<file path="src/rtl/doorbell_pkg.sv">
package doorbell_pkg;

  localparam int OPER_W   = 32;
  localparam int TYPE_LSB = 27;
  localparam int TYPE_W   = 5;
  localparam logic [TYPE_W-1:0] MSG_TYPE_DBELL = 5'd5;

  typedef enum logic [2:0] {
    OP_HV_SEND = 3'd0,
    OP_HV_CLR  = 3'd1,
    OP_PR_SEND = 3'd2,
    OP_PR_CLR  = 3'd3,
    OP_REG_RD  = 3'd4,
    OP_REG_WR  = 3'd5
  } dbOp_e;

  // strobes from decode to the state datapath
  typedef struct packed {
    logic setHv;
    logic clrHv;
    logic setPriv;
    logic clrPriv;
    logic regWr;
    logic regRd;
    logic fault;
  } dbStrobe_t;

endpackage

</file>
<file path="src/rtl/doorbell_arb.sv">
module doorbell_arb #(
  parameter int NUM_THREADS = 6,
  localparam int IDX_W = $clog2(NUM_THREADS)
) (
  input  logic [NUM_THREADS-1:0] req,
  output logic [NUM_THREADS-1:0] gnt,
  output logic [IDX_W-1:0]       gntIdx,
  output logic                   anyGnt
);

  // fixed priority: the lowest index wins, so scan downward
  always_comb begin
    gnt    = '0;
    gntIdx = '0;
    anyGnt = 1'b0;
    for (int t = NUM_THREADS - 1; t >= 0; t--) begin
      if (req[t]) begin
        gnt    = '0;
        gnt[t] = 1'b1;
        gntIdx = IDX_W'(t);
        anyGnt = 1'b1;
      end
    end
  end

endmodule

</file>
<file path="src/rtl/doorbell_ctl.sv">
module doorbell_ctl
  import doorbell_pkg::*;
#(
  parameter int NUM_THREADS = 6,
  parameter int SUB_THREADS = 3,
  localparam int IDX_W = $clog2(NUM_THREADS)
) (
  input  logic                          anyGnt,
  input  logic [IDX_W-1:0]              gntIdx,
  input  logic [3*NUM_THREADS-1:0]      cmdOp,
  input  logic [NUM_THREADS-1:0]        cmdHyp,
  input  logic [OPER_W*NUM_THREADS-1:0] cmdOperand,
  input  logic                          facEnable,
  output dbStrobe_t                     strobe,
  output logic [IDX_W-1:0]              tgtIdx,
  output logic [SUB_THREADS-1:0]        wrBits
);

  logic [2:0]        selOp;
  logic              selHyp;
  logic [OPER_W-1:0] selOperand;
  logic [IDX_W-1:0]  tag;
  logic              typeOk, tagOk, sameSub, facDenied;
  logic              unusedOperandBits;

  // route the granted thread's command
  always_comb begin
    selOp      = '0;
    selHyp     = 1'b0;
    selOperand = '0;
    for (int t = 0; t < NUM_THREADS; t++) begin
      if (gntIdx == IDX_W'(t)) begin
        selOp      = cmdOp[3*t +: 3];
        selHyp     = cmdHyp[t];
        selOperand = cmdOperand[OPER_W*t +: OPER_W];
      end
    end
  end

  assign tag       = selOperand[IDX_W-1:0];
  assign wrBits    = selOperand[SUB_THREADS-1:0];
  assign typeOk    = selOperand[TYPE_LSB +: TYPE_W] == MSG_TYPE_DBELL;
  assign tagOk     = int'(tag) < NUM_THREADS;
  assign sameSub   = (int'(tag) / SUB_THREADS) == (int'(gntIdx) / SUB_THREADS);
  assign facDenied = !selHyp && !facEnable;
  assign unusedOperandBits = ^selOperand[TYPE_LSB-1:IDX_W];

  always_comb begin
    strobe = '0;
    tgtIdx = gntIdx;
    if (anyGnt) begin
      case (selOp)
        OP_HV_SEND: begin
          if (selHyp && typeOk && tagOk) begin
            strobe.setHv = 1'b1;
            tgtIdx       = tag;
          end
        end
        OP_HV_CLR: begin
          if (selHyp && typeOk) strobe.clrHv = 1'b1;
        end
        OP_PR_SEND: begin
          if (facDenied) strobe.fault = 1'b1;
          else if (typeOk && tagOk && sameSub) begin
            strobe.setPriv = 1'b1;
            tgtIdx         = tag;
          end
        end
        OP_PR_CLR: begin
          if (facDenied) strobe.fault = 1'b1;
          else if (typeOk) strobe.clrPriv = 1'b1;
        end
        OP_REG_RD: begin
          if (facDenied) strobe.fault = 1'b1;
          else strobe.regRd = 1'b1;
        end
        OP_REG_WR: begin
          if (selHyp) strobe.regWr = 1'b1;
          else strobe.fault = 1'b1;
        end
        default: ;
      endcase
    end
  end

endmodule

</file>
<file path="src/rtl/doorbell_dp.sv">
module doorbell_dp
  import doorbell_pkg::*;
#(
  parameter int NUM_THREADS = 6,
  parameter int SUB_THREADS = 3,
  localparam int IDX_W = $clog2(NUM_THREADS)
) (
  input  logic                   clk,
  input  logic                   rstN,
  input  dbStrobe_t              strobe,
  input  logic [IDX_W-1:0]       srcIdx,
  input  logic [IDX_W-1:0]       tgtIdx,
  input  logic [SUB_THREADS-1:0] wrBits,
  input  logic [NUM_THREADS-1:0] intTake,
  output logic [NUM_THREADS-1:0] irqReq,
  output logic [NUM_THREADS-1:0] irqHyp,
  output logic                   rdValid,
  output logic [SUB_THREADS-1:0] rdData,
  output logic [IDX_W-1:0]       respThread,
  output logic                   faultPulse
);

  logic [NUM_THREADS-1:0] hvPend, prPend, hvNext, prNext;
  logic [SUB_THREADS-1:0] rdNext;
  int                     srcGroup;

  assign srcGroup = int'(srcIdx) / SUB_THREADS;

  // later assignments take precedence: take/clear, then write, then set
  always_comb begin
    hvNext = hvPend;
    prNext = prPend;
    for (int t = 0; t < NUM_THREADS; t++) begin
      if (intTake[t]) begin
        if (prPend[t]) prNext[t] = 1'b0;
        else if (hvPend[t]) hvNext[t] = 1'b0;
      end
      if (strobe.clrPriv && srcIdx == IDX_W'(t)) prNext[t] = 1'b0;
      if (strobe.clrHv && srcIdx == IDX_W'(t)) hvNext[t] = 1'b0;
      if (strobe.regWr && srcGroup == t / SUB_THREADS)
        prNext[t] = wrBits[t % SUB_THREADS];
      if (strobe.setPriv && tgtIdx == IDX_W'(t)) prNext[t] = 1'b1;
      if (strobe.setHv && tgtIdx == IDX_W'(t)) hvNext[t] = 1'b1;
    end
  end

  always_comb begin
    rdNext = '0;
    for (int t = 0; t < NUM_THREADS; t++) begin
      if (srcGroup == t / SUB_THREADS) rdNext[t % SUB_THREADS] = prPend[t];
    end
  end

  always_ff @(posedge clk or negedge rstN) begin
    if (!rstN) begin
      hvPend     <= '0;
      prPend     <= '0;
      rdValid    <= 1'b0;
      rdData     <= '0;
      respThread <= '0;
      faultPulse <= 1'b0;
    end else begin
      hvPend     <= hvNext;
      prPend     <= prNext;
      rdValid    <= strobe.regRd;
      faultPulse <= strobe.fault;
      if (strobe.regRd) rdData <= rdNext;
      if (strobe.regRd || strobe.fault) respThread <= srcIdx;
    end
  end

  assign irqReq = prPend | hvPend;
  assign irqHyp = hvPend & ~prPend;

endmodule

</file>
<file path="src/rtl/doorbell_ctrl.sv">
module doorbell_ctrl
  import doorbell_pkg::*;
#(
  parameter int NUM_THREADS = 6,
  parameter int SUB_THREADS = 3,
  localparam int IDX_W = $clog2(NUM_THREADS)
) (
  input  logic                          clk,
  input  logic                          rstN,
  input  logic [NUM_THREADS-1:0]        cmdValid,
  input  logic [3*NUM_THREADS-1:0]      cmdOp,
  input  logic [NUM_THREADS-1:0]        cmdHyp,
  input  logic [OPER_W*NUM_THREADS-1:0] cmdOperand,
  input  logic                          facEnable,
  input  logic [NUM_THREADS-1:0]        intTake,
  output logic [NUM_THREADS-1:0]        cmdReady,
  output logic [NUM_THREADS-1:0]        irqReq,
  output logic [NUM_THREADS-1:0]        irqHyp,
  output logic                          rdValid,
  output logic [SUB_THREADS-1:0]        rdData,
  output logic [IDX_W-1:0]              respThread,
  output logic                          faultPulse
);

  logic [IDX_W-1:0]       gntIdx, tgtIdx;
  logic                   anyGnt;
  logic [SUB_THREADS-1:0] wrBits;
  dbStrobe_t              strobe;

  doorbell_arb #(.NUM_THREADS(NUM_THREADS)) u_arb (
    .req    (cmdValid),
    .gnt    (cmdReady),
    .gntIdx (gntIdx),
    .anyGnt (anyGnt)
  );

  doorbell_ctl #(.NUM_THREADS(NUM_THREADS), .SUB_THREADS(SUB_THREADS)) u_ctl (
    .anyGnt     (anyGnt),
    .gntIdx     (gntIdx),
    .cmdOp      (cmdOp),
    .cmdHyp     (cmdHyp),
    .cmdOperand (cmdOperand),
    .facEnable  (facEnable),
    .strobe     (strobe),
    .tgtIdx     (tgtIdx),
    .wrBits     (wrBits)
  );

  doorbell_dp #(.NUM_THREADS(NUM_THREADS), .SUB_THREADS(SUB_THREADS)) u_dp (
    .clk        (clk),
    .rstN       (rstN),
    .strobe     (strobe),
    .srcIdx     (gntIdx),
    .tgtIdx     (tgtIdx),
    .wrBits     (wrBits),
    .intTake    (intTake),
    .irqReq     (irqReq),
    .irqHyp     (irqHyp),
    .rdValid    (rdValid),
    .rdData     (rdData),
    .respThread (respThread),
    .faultPulse (faultPulse)
  );

endmodule

</file>
<file path="config.mk">
export PLATFORM = sky130hd
export DESIGN_NAME = doorbell_ctrl
export DESIGN_NICKNAME = d
export VERILOG_FILES = /design/src/rtl/doorbell_pkg.sv /design/src/rtl/doorbell_arb.sv /design/src/rtl/doorbell_ctl.sv /design/src/rtl/doorbell_dp.sv /design/src/rtl/doorbell_ctrl.sv
export SDC_FILE = /design/constraint.sdc
export NUM_CORES = 1
export LEC_CHECK = 0
export ABC_AREA = 1
export BUFFER_PORTS_ARGS = -buffer_cell sky130_fd_sc_hd__buf_2
export CAP_MARGIN = 20
export CORE_ASPECT_RATIO = 0.8
export CORE_MARGIN = 10
export CORE_UTILIZATION = 36
export CTS_CLUSTER_DIAMETER = 50
export CTS_CLUSTER_SIZE = 30
export DETAILED_ROUTE_END_ITERATION = 7
export PLACE_DENSITY_LB_ADDON = 0.12
export SETUP_SLACK_MARGIN = 0.5
export SYNTH_ARGS = -nofsm -noshare
export SYNTH_HDL_FRONTEND = slang
export SYNTH_SLANG_ARGS = --single-unit
</file>
<file path="constraint.sdc">
create_clock -name clk -period 1.7 [get_ports clk]
set_input_delay 0.255 -clock clk [delete_from_list [all_inputs] [get_ports clk]]
set_output_delay 0.255 -clock clk [all_outputs]
set_load 0.01 [all_outputs]
</file>
---- Yosys cells after proc, flatten, opt, wreduce, memory -nomap -nowiden ----
Index checks and enable logic that the tools add are counted.
word-level totals
  input port bits ......................... 231
  output and inout bits ................... 26
  logic and storage cells ................. 216
  register bits after elaboration ......... 20
cells by class
  equality and inequality tests ........... 24
  bitwise operators ....................... 3
  div/mod/pow operators ................... 2
  mux-type cells .......................... 113
  order comparisons ....................... 1
  reduce and logical (&&, ||, !) cells .... 57
operators with widths
  cell                    number
  $mux W32                6
  $mux W1                 82
  $div A4 B3 Y32 const B  2
  $mux W3                 16
  $mux W6                 6
  $eq A32 B2 Y1 const B   1
  $eq A32 B32 Y1          1
  $logic_not A32 Y1       1
  $logic_and A1 B1 Y1     31
  $reduce_bool A4 Y1      6
  $eq A3 B2 Y1 const B    6
  $eq A3 B3 Y1 const B    6
  $ne A3 B3 Y1 const B    6
  $reduce_bool A3 Y1      6
  $reduce_and A2 Y1       6
  $eq A3 B1 Y1 const B    3
  $logic_not A3 Y1        3
  $mux W7                 1
  $and A6 B6 Y6           1
  $not A6 Y6              1
  $or A6 B6 Y6            1
  $pmux W3 S2             1
  $eq A5 B3 Y1 const B    1
  $lt A3 B3 Y1 const B    1
  other kinds (4)         5

---- Logic depth before layout (Yosys ltp) ----
  depth after elaboration ................. 24
  mapped depth ............................ 22
  gate-level depth less buffers ........... 22

---- By module ----
A second synthesis with hierarchy kept.
second synthesis, totals
  cell total of the unflattened synthesis .. 365
  area, all modules ....................... 2080.7 µm²
by module, submodules not included
  module        area an instance (µm²)  sequential area each (µm²)  instances  cells an instance
  doorbell_dp   1118.6                  500.5                       1          156
  doorbell_ctl  858.3                   0.0                         1          186
  doorbell_arb  103.8                   0.0                         1          23

---- Worst setup path before layout ----
OpenSTA, ideal clock, no wires.
  path type ............................... input port to flip-flop
  from .................................... in cmdValid[1]
  to ...................................... reg u_dp.hvPend[3]
  arrival time ............................ 1949 ps
  stages on the path ...................... 22
  data required time ...................... 1579 ps
  path buffers ............................ 1
  slack ................................... -370 ps
  path through ............................ nor2_4 nand2_4 inv_2 buf_6 nand2_2 nand2_1 nand3b_1 nand2_2 a21oi_4 nand2_1 nand2_1 nand3_1 nand2_2 nand2_1 nand2_1 nand2_1 nand2_1 nand2_4 inv_4 nor2_4 nand2_1 nand2_1
between the ends
  word-level cells in the longest chain between the ends .. 20
  elaborated cells on any way between the ends .. 60
  those cells by class .................... 2 x div; 1 x order compare; 11 x eq/ne; 34 x mux; 12 x reduce/logical
RTL lines
  what                                                          RTL line                                RTL
  start: declaration                                            doorbell_ctrl.sv:10                     input logic [NUM_THREADS-1:0] cmdValid,
  $mux W3 (2 in series)                                         doorbell_arb.sv:17                      if (req[t]) begin
  $logic_not A3 Y1                                              doorbell_ctl.sv:32                      if (gntIdx == IDX_W'(t)) begin
  $mux W32 (6 in series)                                        doorbell_ctl.sv:32
  $div A4 B3 Y32, or another cell as far along                  doorbell_ctl.sv:44                      assign sameSub = (int'(tag) / SUB_THREADS) == (int'(gntIdx) / SUB_THREADS);
  $eq A32 B32 Y1 or $logic_and A1 B1 Y1 (tied branches)         doorbell_ctl.sv:44, doorbell_ctl.sv:64
  $logic_and A1 B1 Y1                                           doorbell_ctl.sv:64                      else if (typeOk && tagOk && sameSub) begin
  $mux W3                                                       doorbell_ctl.sv:64
  $mux W3                                                       doorbell_ctl.sv:63                      if (facDenied) strobe.fault = 1'b1;
  $pmux W3 S2                                                   doorbell_ctl.sv:52                      case (selOp)
  $mux W3                                                       doorbell_ctl.sv:51                      if (anyGnt) begin
  $eq A3 B2 Y1                                                  doorbell_dp.sv:43                       if (strobe.setHv && tgtIdx == IDX_W'(t)) hvNext[t] = 1'b1;
  $logic_and A1 B1 Y1                                           doorbell_dp.sv:43
  $ne A3 B3 Y1 (no line) or $reduce_bool A3 Y1 (tied branches)  -
  $reduce_and A2 Y1 (no line)                                   -
  end signal: assignment                                        doorbell_dp.sv:63                       hvPend <= hvNext;
  end: declaration                                              doorbell_dp.sv:23                       logic [NUM_THREADS-1:0] hvPend, prPend, hvNext, prNext;
Parallel ways exist; a longest one is shown, timed or not.
A chain may end at the register's enable or synchronous reset.

---- Worst setup path in the final report ----
  from .................................... in cmdValid[0]
  to ...................................... reg u_dp.hvPend[5]
between the ends
  word-level cells in the longest chain between the ends .. 19
  elaborated cells on any way between the ends .. 58
  those cells by class .................... 2 x div; 1 x order compare; 11 x eq/ne; 32 x mux; 12 x reduce/logical
RTL lines
  what                                                          RTL line
  $mux W3                                                       doorbell_arb.sv:17
  $logic_not A3 Y1                                              doorbell_ctl.sv:32
  $mux W32 (6 in series)                                        doorbell_ctl.sv:32
  $div A4 B3 Y32, or another cell as far along                  doorbell_ctl.sv:44
  $eq A32 B32 Y1 or $logic_and A1 B1 Y1 (tied branches)         doorbell_ctl.sv:44, doorbell_ctl.sv:64
  $logic_and A1 B1 Y1                                           doorbell_ctl.sv:64
  $mux W3                                                       doorbell_ctl.sv:64
  $mux W3                                                       doorbell_ctl.sv:63
  $pmux W3 S2                                                   doorbell_ctl.sv:52
  $mux W3                                                       doorbell_ctl.sv:51
  $eq A3 B3 Y1                                                  doorbell_dp.sv:43
  $logic_and A1 B1 Y1                                           doorbell_dp.sv:43
  $ne A3 B3 Y1 (no line) or $reduce_bool A3 Y1 (tied branches)  -
  $reduce_and A2 Y1 (no line)                                   -
Parallel ways exist; a longest one is shown, timed or not.

==> key figures <==
Route
  – DR vias/cell: 4.900
  – Total number of vias: 3082
  – Number of nets with antenna violations after routing: 0
  – DRC Markers: 0
  – Per-cell routed wire length: 15.64 um
  – Initial DRC count: 242
  – DRT Pass-1 Iters: 7
  – Routed wire length: 9.837 mm

Clocking
  – CTS HTree Levels: 1
  – CTS sink cnt: 20
  – CTS root buf: clkbuf_8
  – Clk Latency, worst-skew pair: 0.26 ns
  – Clock slew at reported path FFs: 0.07 ns
  – Total CTS buffers: 3
  – Longest Clk Path Bufs: 2
  – TritonCTS clock tree: built

Power
  – VDD IR max: 0.2854 mV
  – Comb pwr share: 0.491
  – Part of the power in registers: 0.275
  – Leak: 2.188 nW
  – Clk pwr share: 0.234
  – Power Dens Cells: 512.5 mW/mm^2
  – Pwr Total: 2.063 mW
  – Internal power: 1.321 mW
  – Switch Pwr: 0.7424 mW
  – Sw Ratio: 0.3598

Setup path
  – Worst endpoint required time: 1.90 ns
  – Crit path max fanout: 6
  – R2R Path End: u_dp.hvPend[4]
  – R2R Path Start: u_dp.prPend[4]
  – Crit path DAT: 2.36 ns
  – CP Capture Type: flop
  – Setup slack, reg-to-reg: 0.66 ns
  – Critical path class: in -> reg
  – Startpoint types: primary input
  – Worst r2r path cells: 4

Synth
  – Syn_nets: 580
  – Yosys Warn Count: 0
  – Avg Inst Size Synth: 6.166 um^2
  – Synth Register Bits: 20
  – Netlist cell types: 35
  – Post-synth top area share: 0.2326
  – Seq/Total Area, Yosys: 0.2326
  – Synth Flop Type: dfrtp_1
  – Post-synth top cells: nand2_1 (113), inv_1 (40), nor2_1 (40), nand3_1 (22), dfrtp_1 (20)
  – Mapped cell area: 0.002152 mm^2
  – Cell taking the most area after synthesis: dfrtp_1
  – Synth Instances: 349
  – Top cells by area, synth: dfrtp_1 (23%), nand2_1 (20%), inv_1 (7.0%), nor2_1 (7.0%), nand3_1 (5.1%)
  – Post-synth EDFFs: 0
  – Asr flop ratio synth: 1.000
  – Most common cell in the netlist: nand2_1

Min path
  – Worst hold path class: in -> reg
  – Worst hold endpoint: u_dp.hvPend[3]
  – Worst Hold Depth: 4
  – Worst hold start: intTake[3]

Global routing
  – Grt total ovfl: 0
  – Largest net degree at the start of global routing: 21
  – Number of global-route vias before repair: 3172
  – Global-route wire length before repair: 14.98 mm
  – Initial antenna violation count: 0
  – Gr usage total: 0.1959

Timing
  – Final setup vio count: 20
  – Setup slack after layout: -0.4624 ns
  – Clk_skew: 0.004834 ns
  – Final Slew Violations: 0
  – Minimum clock period: 2.162 ns
  – Max Fclk: 0.4624 GHz
  – Period utilization: 1.272
  – Hold Violations, Final: 0
  – RSZ-0062 raised after global routing: true
  – Tightest Pin Transition: 0.8680 ns
  – Slew headroom: 0.4138

Layout
  – Fraction of layout cells with a size suffix above 1: 0.5686
  – Fill cells: 524
  – Final net count: 779
  – Register area: 500.5 um^2
  – Post-route cell area: 0.004026 mm^2
  – Multi-input gate area: 0.001737 mm^2
  – Synthesis-to-finish area growth: 87.09%

Place
  – Post-DP Area: 0.003221 mm^2
  – Detailed Place HPWL: 7.565 mm
  – PortBufs: 112
  – Final RePlAce weighted congestion: 0.9701

Floorplanning
  – I/O pin count: 257
  – Num rows: 25
  – Die height: 89.16 um
  – Full die area: 0.009490 mm^2
  – DIE WIDTH: 106.4 um
  – CORE AREA: 0.005849 mm^2
  – Initial core utilization: 0.3679

Status
  – Status: finished with violations
  – Failing checks: negative setup slack

Run
  – Number of max-cap violations: 0
-- through the flow --
step	hold WS [ns]	TNS, ns	std cells	utilization	setup WS, ns
floorplan	-0.04059	-5.324	349	-	-0.3508
global placement	0.2250	-13.93	593	0.5506	-0.8015
detailed placement	0.2284	-14.22	593	0.5506	-0.8070
CTS	0.2846	-6.224	620	0.6406	-0.4170
global route	0.3048	-10.35	628	0.6879	-0.6448
finish	0.2868	-7.424	629	0.6883	-0.4624
-- cell families after synthesis --
| kind of cell | after synthesis | share of synthesized area |
|---|---|---|
| buf+inv | 55 | 0.1093 |
| flops | 20 | 0.2326 |
| simple gates | 233 | 0.5262 |
| compound gates | 41 | 0.1320 |
-- flip-flops by register name (all words and copies together) (netlist names) --
| name | cells |
|---|---|
| u_dp.respThread | 3 |
| u_dp.faultPulse | 1 |
| u_dp.prPend | 6 |
| u_dp.rdData | 3 |
| u_dp.rdValid | 1 |
| u_dp.hvPend | 6 |
-- cell type report --
class | instances | share of cell area
clock buffers | 3 | 0.01025
well taps | 81 | 0.02517
inverters | 50 | 0.05283
clock inverters | 1 | 0.007458
flip-flops and latches | 20 | 0.1243
diodes | 1 | 0.0006215
multi-input cells | 275 | 0.4313
repair buffers | 198 | 0.3480
-- layer usage --
layer	global-route usage	wire length, um
met1	0.2404	4164
met3	0.05548	805
met5	0	0
met4	0.04049	121
met2	0.3369	4746
-- layout by cell type, fill, tap and decap left out, types with 3 or more instances in the layout --
cell and n:
a41oi_1 4, buf_6 28, nand3_1 13, inv_1 27, nor2_4 14, nand2_2 16
dfrtp_1 20, or2_4 3, inv_2 17, o21ai_0 8, nand3_2 10, nand4_1 14
o221ai_1 3, buf_4 60, nand3b_1 4, clkbuf_8 3, nand2_1 97, buf_2 103
nor2_2 9, inv_4 5, nand2_4 14, nor2_1 28, a21oi_2 3, buf_12 4
a21oi_1 11
-- critical path, cell delays in order --
cell and delay (ns):
buf_8 0.10, nor2_4 0.19, buf_6 0.13, o21ai_4 0.06
buf_6 0.14, nand3_1 0.08, nand4_2 0.12, a21boi_4 0.15
buf_4 0.15, nand3_1 0.13, nand2_4 0.12, nand2_2 0.07
nand2_4 0.08, nand2_1 0.07, nand2_2 0.09, nand2_4 0.07
nand2_4 0.10, nand4_1 0.15, nand2_1 0.10
-- timing repair --
action,in CTS,in global routing
buffers inserted,21,8
hold endpoints to repair,20,0
pin swaps,32,36
hold buffers,1,0
gates cloned,1,0
setup endpoints to repair,30,34
gates resized for setup,68,63
-- power groups by stage --
stage | clock [mW] | sequential [mW] | combinational, mW
6_report | 0.483 | 0.568 | 1.01
5_1_grt | 0.504 | 0.577 | 1.11
4_1_cts | 0.481 | 0.561 | 0.894
3_5_place_dp | 0 | 0.571 | 0.780
3_3_place_gp | 0 | 0.571 | 0.772
2_1_floorplan | 0 | 0.597 | 0.371
-- worst max path at each step --
stage	slack (ns)	end	cells past startpoint	start
2_1_floorplan	-0.35	u_dp.hvPend[2]	22	cmdValid[0]
5_1_grt	-0.64	u_dp.hvPend[5]	19	cmdValid[5]
3_5_place_dp	-0.81	u_dp.prPend[4]	21	cmdValid[1]
3_3_place_gp	-0.80	u_dp.prPend[4]	21	cmdValid[1]
4_1_cts	-0.42	u_dp.hvPend[5]	22	cmdValid[1]
6_report	-0.46	u_dp.hvPend[5]	19	cmdValid[0]
Power figures use the tool's default switching activity.
